File: config.mk
export PLATFORM = sky130hd
export DESIGN_NAME = rbc_top
export DESIGN_NICKNAME = d
export VERILOG_FILES = /design/src/rtl/rbc_pkg.sv /design/src/rtl/rbc_regfile.sv /design/src/rtl/rbc_core_seq.sv /design/src/rtl/rbc_top.sv
export SDC_FILE = /design/constraint.sdc
export NUM_CORES = 1
export LEC_CHECK = 0
export BUFFER_PORTS_ARGS = -buffer_cell sky130_fd_sc_hd__buf_2
export CAP_MARGIN = 25
export CORE_MARGIN = 5
export CORE_UTILIZATION = 64
export CTS_CLUSTER_SIZE = 20
export DETAILED_ROUTE_END_ITERATION = 10
export MAX_ROUTING_LAYER = met4
export PLACE_DENSITY = 0.83
export SLEW_MARGIN = 20
export SYNTH_ARGS = -nofsm -noshare
export SYNTH_HDL_FRONTEND = slang
export SYNTH_SLANG_ARGS = --single-unit
File: constraint.sdc
create_clock -name clk -period 4 [get_ports clk]
set_input_delay 0.4 -clock clk [delete_from_list [all_inputs] [get_ports clk]]
set_output_delay 0.4 -clock clk [all_outputs]
set_load 0.1 [all_outputs]
File: src/rtl/rbc_pkg.sv
package rbc_pkg;

    typedef enum logic [1:0] {
        SEQ_IDLE      = 2'd0,
        SEQ_WAIT      = 2'd1,
        SEQ_WAIT_PEND = 2'd2
    } seq_state_t;

endpackage

File: src/rtl/rbc_regfile.sv
module rbc_regfile #(
    parameter int DW       = 32,
    parameter int AW       = 12,
    parameter int NREGS    = 16,
    parameter int NCORES   = 4,
    parameter int RST_LSB  = 13,
    parameter int EN_LSB   = 22,
    parameter int AUX0_BIT = 3,
    parameter int AUX1_BIT = 12,
    parameter int STAT_IDX = 2,
    parameter int MASK_IDX = 4,
    parameter int GP_BASE  = 6,
    parameter logic [31:0] CTRL_INIT = 32'h0000_0521,
    parameter logic [31:0] STAT_INIT = 32'h0000_0001,
    parameter logic [31:0] MASK_INIT = 32'h0000_001F
) (
    input  logic                 clk,
    input  logic                 rst_n,
    input  logic                 bus_sel,
    input  logic                 bus_wr,
    input  logic [AW-1:0]        bus_addr,
    input  logic [DW-1:0]        bus_wdata,
    output logic [DW-1:0]        bus_rdata,
    output logic                 bus_err,
    input  logic [NCORES-1:0]    rst_clr,
    output logic [NCORES-1:0]    rst_chg,
    output logic [NCORES-1:0]    en_chg,
    output logic [NCORES-1:0]    en_wval,
    output logic [NCORES-1:0]    en_q,
    output logic [NCORES*DW-1:0] src_addr,
    output logic [NCORES*DW-1:0] src_arg,
    output logic [1:0]           aux_pulse
);
    localparam int IW   = AW - 2;
    localparam int IDXB = $clog2(NREGS);

    logic [DW-1:0]   regs [NREGS];
    logic [IW-1:0]   idx;
    logic [IDXB-1:0] idx_s;
    logic            aligned;
    logic            in_range;
    logic            good_wr;
    logic            ctrl_wr;
    logic [DW-1:0]   ctrl_next;
    logic [DW-1:0]   aux_mask;

    assign idx      = bus_addr[AW-1:2];
    assign idx_s    = idx[IDXB-1:0];
    assign aligned  = (bus_addr[1:0] == 2'b00);
    assign in_range = (32'(idx) < NREGS);
    assign good_wr  = bus_sel && bus_wr && aligned && in_range;
    assign ctrl_wr  = good_wr && (idx == '0);
    assign aux_mask = (DW'(1) << AUX0_BIT) | (DW'(1) << AUX1_BIT);

    assign bus_rdata = in_range ? regs[idx_s] : '0;

    always_comb begin
        ctrl_next = ctrl_wr ? (bus_wdata & ~aux_mask) : regs[0];
        for (int k = 0; k < NCORES; k++) begin
            if (rst_clr[k]) ctrl_next[RST_LSB+k] = 1'b0;
        end
    end

    generate
        for (genvar k = 0; k < NCORES; k++) begin : g_core
            assign rst_chg[k] = ctrl_wr && (regs[0][RST_LSB+k] != bus_wdata[RST_LSB+k]);
            if (k == 0) begin : g_boot_core
                assign en_chg[k]  = 1'b0;
                assign en_wval[k] = 1'b1;
                assign en_q[k]    = 1'b1;
                assign src_addr[k*DW +: DW] = '0;
                assign src_arg[k*DW +: DW]  = '0;
            end else begin : g_sec_core
                assign en_chg[k]  = ctrl_wr && (regs[0][EN_LSB+k-1] != bus_wdata[EN_LSB+k-1]);
                assign en_wval[k] = bus_wdata[EN_LSB+k-1];
                assign en_q[k]    = regs[0][EN_LSB+k-1];
                assign src_addr[k*DW +: DW] = regs[GP_BASE+2*k];
                assign src_arg[k*DW +: DW]  = regs[GP_BASE+2*k+1];
            end
        end
    endgenerate

    always_ff @(posedge clk or negedge rst_n) begin
        if (!rst_n) begin
            for (int i = 0; i < NREGS; i++) regs[i] <= '0;
            regs[0]        <= CTRL_INIT;
            regs[STAT_IDX] <= STAT_INIT;
            regs[MASK_IDX] <= MASK_INIT;
            bus_err        <= 1'b0;
            aux_pulse      <= '0;
        end else begin
            bus_err   <= bus_sel && !(aligned && in_range);
            aux_pulse <= {ctrl_wr && bus_wdata[AUX1_BIT], ctrl_wr && bus_wdata[AUX0_BIT]};
            regs[0]   <= ctrl_next;
            if (good_wr && (idx != '0)) regs[idx_s] <= bus_wdata;
        end
    end

endmodule

File: src/rtl/rbc_core_seq.sv
module rbc_core_seq
    import rbc_pkg::*;
#(
    parameter int DW = 32
) (
    input  logic          clk,
    input  logic          rst_n,
    input  logic          req_rst,
    input  logic          req_pwr,
    input  logic          pwr_on,
    input  logic          ack,
    input  logic [DW-1:0] addr_src,
    input  logic [DW-1:0] arg_src,
    output logic          rst_pulse,
    output logic          clr_rst,
    output logic [DW-1:0] boot_addr,
    output logic [DW-1:0] boot_arg
);
    seq_state_t state_q, state_d;
    logic       pulse_d;
    logic       any_req;

    assign any_req = req_rst || req_pwr;

    always_comb begin
        state_d = state_q;
        pulse_d = 1'b0;
        clr_rst = 1'b0;
        unique case (state_q)
            SEQ_IDLE: begin
                if (any_req) state_d = SEQ_WAIT;
                pulse_d = req_rst;
            end
            SEQ_WAIT: begin
                if (ack) begin
                    pulse_d = req_rst;
                    if (!any_req) begin
                        state_d = SEQ_IDLE;
                        clr_rst = 1'b1;
                    end
                end else if (req_rst) begin
                    state_d = SEQ_WAIT_PEND;
                end
            end
            SEQ_WAIT_PEND: begin
                if (ack) begin
                    state_d = SEQ_WAIT;
                    pulse_d = 1'b1;
                end
            end
            default: state_d = SEQ_IDLE;
        endcase
    end

    always_ff @(posedge clk or negedge rst_n) begin
        if (!rst_n) state_q <= SEQ_IDLE;
        else        state_q <= state_d;
    end

    always_ff @(posedge clk or negedge rst_n) begin
        if (!rst_n) begin
            rst_pulse <= 1'b0;
            boot_addr <= '0;
            boot_arg  <= '0;
        end else begin
            rst_pulse <= pulse_d;
            if (req_pwr && pwr_on) begin
                boot_addr <= addr_src;
                boot_arg  <= arg_src;
            end
        end
    end

endmodule

File: src/rtl/rbc_top.sv
module rbc_top #(
    parameter int DW     = 32,
    parameter int AW     = 12,
    parameter int NCORES = 4,
    parameter int NREGS  = 16
) (
    input  logic                 clk,
    input  logic                 rst_n,
    input  logic                 bus_sel,
    input  logic                 bus_wr,
    input  logic [AW-1:0]        bus_addr,
    input  logic [DW-1:0]        bus_wdata,
    output logic [DW-1:0]        bus_rdata,
    output logic                 bus_err,
    input  logic [NCORES-1:0]    core_ack,
    output logic [NCORES-1:0]    core_en,
    output logic [NCORES-1:0]    core_rst,
    output logic [NCORES*DW-1:0] core_boot_addr,
    output logic [NCORES*DW-1:0] core_boot_arg,
    output logic [1:0]           aux_rst
);
    logic [NCORES-1:0]    rst_clr;
    logic [NCORES-1:0]    rst_chg;
    logic [NCORES-1:0]    en_chg;
    logic [NCORES-1:0]    en_wval;
    logic [NCORES*DW-1:0] src_addr;
    logic [NCORES*DW-1:0] src_arg;

    rbc_regfile #(
        .DW(DW), .AW(AW), .NREGS(NREGS), .NCORES(NCORES)
    ) u_regs (
        .clk       (clk),
        .rst_n     (rst_n),
        .bus_sel   (bus_sel),
        .bus_wr    (bus_wr),
        .bus_addr  (bus_addr),
        .bus_wdata (bus_wdata),
        .bus_rdata (bus_rdata),
        .bus_err   (bus_err),
        .rst_clr   (rst_clr),
        .rst_chg   (rst_chg),
        .en_chg    (en_chg),
        .en_wval   (en_wval),
        .en_q      (core_en),
        .src_addr  (src_addr),
        .src_arg   (src_arg),
        .aux_pulse (aux_rst)
    );

    generate
        for (genvar k = 0; k < NCORES; k++) begin : g_seq
            rbc_core_seq #(.DW(DW)) u_seq (
                .clk       (clk),
                .rst_n     (rst_n),
                .req_rst   (rst_chg[k]),
                .req_pwr   (en_chg[k]),
                .pwr_on    (en_wval[k]),
                .ack       (core_ack[k]),
                .addr_src  (src_addr[k*DW +: DW]),
                .arg_src   (src_arg[k*DW +: DW]),
                .rst_pulse (core_rst[k]),
                .clr_rst   (rst_clr[k]),
                .boot_addr (core_boot_addr[k*DW +: DW]),
                .boot_arg  (core_boot_arg[k*DW +: DW])
            );
        end
    endgenerate

endmodule

## After elaboration in Yosys (flattened, before gate mapping)

Index checks and enable logic that the tools add are counted.

| word-level totals | value |
|---|---|
| bits in registers | 719 |
| bits of input ports | 52 |
| output and inout bits | 299 |
| word-level logic and storage cells | 163 |

| operators by class | value |
|---|---|
| $lt $le $gt $ge | 3 |
| equal/unequal tests | 31 |
| mux-type cells | 61 |
| bitwise logic cells | 1 |
| reduce and logical (&&, ||, !) cells | 35 |

Operators by type and width:

| cell | number |
|---|---|
| 512-bit bitwise mux | 1 |
| 512-bit two-way mux | 1 |
| 32-bit two-way mux | 5 |
| 32-bit binary-select mux with 4-bit select | 1 |
| 32-bit demux with 4-bit select | 1 |
| 2-bit two-way mux | 20 |
| 1-bit two-way mux | 24 |
| 2-bit case mux with 3 select lines | 4 |
| 1-bit logical AND | 20 |
| 4-bit AND reduction | 4 |
| 3-bit by 2-bit inequality test with 1-bit output (second input constant) | 4 |
| 3-bit inequality test (second input constant) | 4 |
| 1-bit case mux with 3 select lines | 4 |
| 10-bit zero test | 1 |
| 2-bit zero test | 5 |
| 10-bit by 5-bit < comparator with 1-bit output (second input constant) | 1 |
| 10-bit nonzero test | 1 |
| 2-bit by 1-bit == test with 1-bit output (second input constant) | 4 |
| 2-bit == test (second input constant) | 4 |
| 2-bit by 1-bit inequality test with 1-bit output (second input constant) | 4 |
| 2-bit inequality test (second input constant) | 4 |
| 1-bit inequality test | 7 |
| 5-bit greater-or-equal comparator (second input constant) | 1 |
| 5-bit by 1-bit < comparator with 1-bit output (second input constant) | 1 |
| other kinds (3) | 5 |

## Depth between registers and ports, before layout

| depth | value |
|---|---|
| depth in word-level cells | 12 |
| gate-level depth with buffers | 7 |
| gate-level depth less buffers | 4 |

## Cells and area by module

From an unflattened synthesis, not the netlist that was laid out.

| second synthesis, totals | value |
|---|---|
| cells, all modules | 2,353 |
| area, all modules | 35,899.4 sq um |

Modules (own cells, without submodules):

| module | instances | cells an instance | area an instance (sq um) | seq. area each (sq um) |
|---|---|---|---|---|
| rbc_regfile | 1 | 1,745 | 25,534.5 | 12,899.9 |
| rbc_core_seq | 4 | 152 | 2,591.2 | 1,676.6 |

## Least setup slack after synthesis

No wires, ideal clock.

| timing | value |
|---|---|
| path type | in2out |
| start point | input bus_addr[2] |
| end point | output bus_rdata[10] |
| arrival time | 2.963 ns |
| data required time | 3.600 ns |
| slack | 0.637 ns |
| cell stages on the path | 6 |
| buffers on the path | 3 |
| cells stage by stage | buf_2 > buf_2 > buf_2 > mux4_2 > a22oi_1 > a21oi_1 |

| between the ends | value |
|---|---|
| word-level cells in the longest chain between the ends | 5 |
| elaborated cells on any way between the ends | 6 |
| classes of those cells | 1 x order compare; 4 x mux; 1 x bitwise |

RTL lines:

| item | RTL line | RTL |
|---|---|---|
| from (decl) | rbc_top.sv:11 | `input logic [AW-1:0] bus_addr,` |
| 4-bit inverter with 5-bit output (not written as such) | rbc_regfile.sv:55 | `assign bus_rdata = in_range ? regs[idx_s] : '0;` |
| 32-bit binary-select mux with 4-bit select | rbc_regfile.sv:55 |  |
| 32-bit two-way mux (not written as such) (2 in a row) | rbc_regfile.sv:55 |  |
| 32-bit two-way mux * | rbc_regfile.sv:55 |  |
| to (decl) | rbc_top.sv:13 | `output logic [DW-1:0] bus_rdata,` |

Every way passes the cells marked *; elsewhere a longest branch is shown, timed or not. The select of a mux whose other input is x is not followed.

## Worst setup path after layout

| timing | value |
|---|---|
| start point | input bus_addr[2] |
| end point | output bus_rdata[9] |

The elaborated chain is that of the path after synthesis.

==> flow_summary.json <==
{
  "clock_tree.htree_level_count": 3,
  "ioPinCount": 351,
  "gr-usage-met2_pct": 49.35,
  "coreArea_sq_um": 50070,
  "fin_hold_ws_ns": 0.1429,
  "synth_ff_type": "dfrtp_1",
  "floorplan_die_width_um": 234.8,
  "grt_overflow": 0,
  "drt_iter0_markers": 1598,
  "clock_tree.root_cell": "clkbuf_16",
  "postRouteAntennaNets": 0,
  "fmaxAchievable_ghz": 0.3057,
  "arrival_ns": 2.87,
  "antenna_found_initial": 9,
  "final_period_minus_worst_setup_slack_ns": 3.271,
  "ys_warn_count": 0,
  "synth_seq_area_share_pct": 55.69,
  "drt-vias-per-instance": 6.331,
  "layout-drive-gt1-share_pct": 51.40,
  "setup_viol_count_final": 0,
  "largest_area_contributor_in_the_netlist": "dfrtp_1",
  "postSynthAreaPerCell_sq_um": 15.72,
  "finalSetupTns_ns": 0,
  "drt_drc_violations_left": 0,
  "grt_util_all_layers_pct": 31.14,
  "wl_per_cell_um": 27.44,
  "port_buffers": 285,
  "globalRouteMet1Util_pct": 40.39,
  "clockBufferDepth": 3,
  "initial_core_util_pct": 64.57,
  "floorplan.die.height_um": 234.8,
  "clkTransAtPathRegs_ns": 0.06,
  "cts_hold_buffers": 5,
  "gr-usage-met3_pct": 6.625,
  "cap_violations": 0,
  "timing.reg2reg.worst_path_depth": 3,
  "die_area_sq_um": 55110,
  "synth_area_leaders": "dfrtp_1 (55%), mux2_2 (17%), mux4_2 (8.9%)",
  "rsz0062_at_grt": "false",
  "detailed_place_hpwl_um": 52470,
  "slew_headroom_pct": 34.35,
  "worst-path-max-fanout": 67,
  "postSynth.asyncResetShare_pct": 100.0,
  "worst_slew_pin_slew_ns": 0.9847,
  "finalWeightedCongestion": 0.8608,
  "power.ir.vdd_worst_mv": 0.4466,
  "grt_max_degree": 117,
  "growth_of_design_area_from_synthesis_to_finish_pct": 12.40,
  "timing.critical_path.to_type": "output pin",
  "cts_buffers": 71,
  "synth-edff-count": 0,
  "first_global_vias": 20980,
  "cts_sinks": 719,
  "final_cell_mix": "dfrtp_1 (709), mux2_2 (500), buf_2 (282)",
  "critical_path_class": "in -> out",
  "grt_first_pass_wirelength_um": 129200,
  "mostFrequentLayoutCell": "dfrtp_1",
  "synthesis.instances": 2056,
  "finalClockSkew_ns": 0.01841,
  "run_status": "finished clean",
  "syn-cell-area_sq_um": 32330,
  "yosys_register_bits": 719,
  "worstSetupStartpointType": "primary input",
  "cts_tree": "done",
  "power_density_nw_per_um2": 407.3,
  "detail_route.wirelength_um": 83480,
  "worst_hold_path.num_cells": 3,
  "synth.top_cell.area_share_pct": 54.88,
  "finalHoldViolations": 0,
  "number_of_max_slew_violations_in_the_final_report": 0,
  "clk-insertion-delay-late_ns": 0.60,
  "post_cts.repair.setup_buffers": 0,
  "power_leakage_uw": 0.01902,
  "final_net_count": 2354,
  "overall_via_count_from_detail_route": 19260,
  "post_synth_num_cell_types": 52,
  "drt_pass1_iterations": 5,
  "fin_crit_sh_pct": 81.77,
  "top_usage_layer": "met2",
  "floorplan.rows": 82,
  "cp.required_ns": 3.60,
  "hold_path.class": "in -> reg",
  "post_cts_resize_count": 0
}
final cells by class:
type,count,area (sq um)
Fill cell,3111,13730
Clock buffer,114,2183
Tap cell,672,840.8
Timing Repair Buffer,346,2061
Clock inverter,17,171.4
Sequential cell,719,18000
Multi-Input combinational cell,1158,13030
Inverter,6,22.52
Antenna cell,10,25.02
Yosys cell counts (all sizes together) (2+ instances only):
master and n:
o211ai 3, a221oi 26, nor3b 5, conb 2, and2 6, nor2 40, dfrtp 709, o21ai 7
inv 6, buf 173, a21boi 3, nand2 91, dfstp 10, xnor2 5, clkbuf 63, and4 3
or3 3, a211oi 2, nand3b 3, xor2 2, a22o 26, a21oi 16, o22a 2, nor2b 4
nor3 3, nor4 4, mux4 128, mux2 672, a22oi 12, nand3 15, nor4b 4
layer usage:
metal,wire (um),vias up
li1,-,7910
met1,32800,10290
met2,41470,848
met3,6120,211
met4,3093,0
met5,0,-
critical path: stages:
cell and delay [ns]:
buf_8 0.59, buf_12 0.32, mux4_2 0.54, a22o_1 0.26, a221oi_1 0.22, nor2_1 0.10, buf_2 0.34
per-stage QoR:
| stage | instance area (sq um) | util, % | setup slack (ns) | power (uW) | instances |
|---|---|---|---|---|---|
| floorplan | 32570 | - | 0.6370 | 7963 | 2119 |
| global placement | 33910 | 67.72 | 0.6880 | 8202 | 2896 |
| detailed placement | 33910 | 67.72 | 0.7014 | 8220 | 2896 |
| CTS | 36310 | 72.53 | 0.6820 | 14880 | 3032 |
| global route | 36330 | 72.57 | 0.5041 | 15230 | 3041 |
| finish | 36340 | 72.58 | 0.7292 | 14800 | 3042 |
cells by family after synthesis:
| logic type | after synthesis | synth area share, % |
|---|---|---|
| flops | 719 | 55.69 |
| other cells | 2 | 0.02323 |
| mux | 800 | 33.37 |
| buf+inv | 242 | 5.004 |
| xor+xnor | 7 | 0.1896 |
| simple gates | 187 | 3.386 |
| compound gates | 99 | 2.338 |
path summary, 6_finish.rpt:
check	startpoint	to	slack, ns
worst min register to register	u_regs.regs[490]	u_regs.regs[490]	0.45
worst max register to register	u_regs.en_q[3]	g_seq[3].u_seq.boot_addr[1]	2.11
worst min-delay path	bus_wdata[5]	u_regs.regs[485]	0.14
max in group asynchronous	rst_n	g_seq[3].u_seq.boot_addr[1]	2.41
min in group asynchronous	rst_n	asynchronous set/reset pin	0.49
worst max-delay path	bus_addr[2]	bus_rdata[9]	0.73
power by group:
part	leakage [uW]	switching, uW	internal, uW
Combinational	0.00784	657	140
Clock	0.00117	2770	3940
Sequential	0.0100	8.70	7290
Total	0.0190	3430	11400
(Power assumes the default switching activity.)
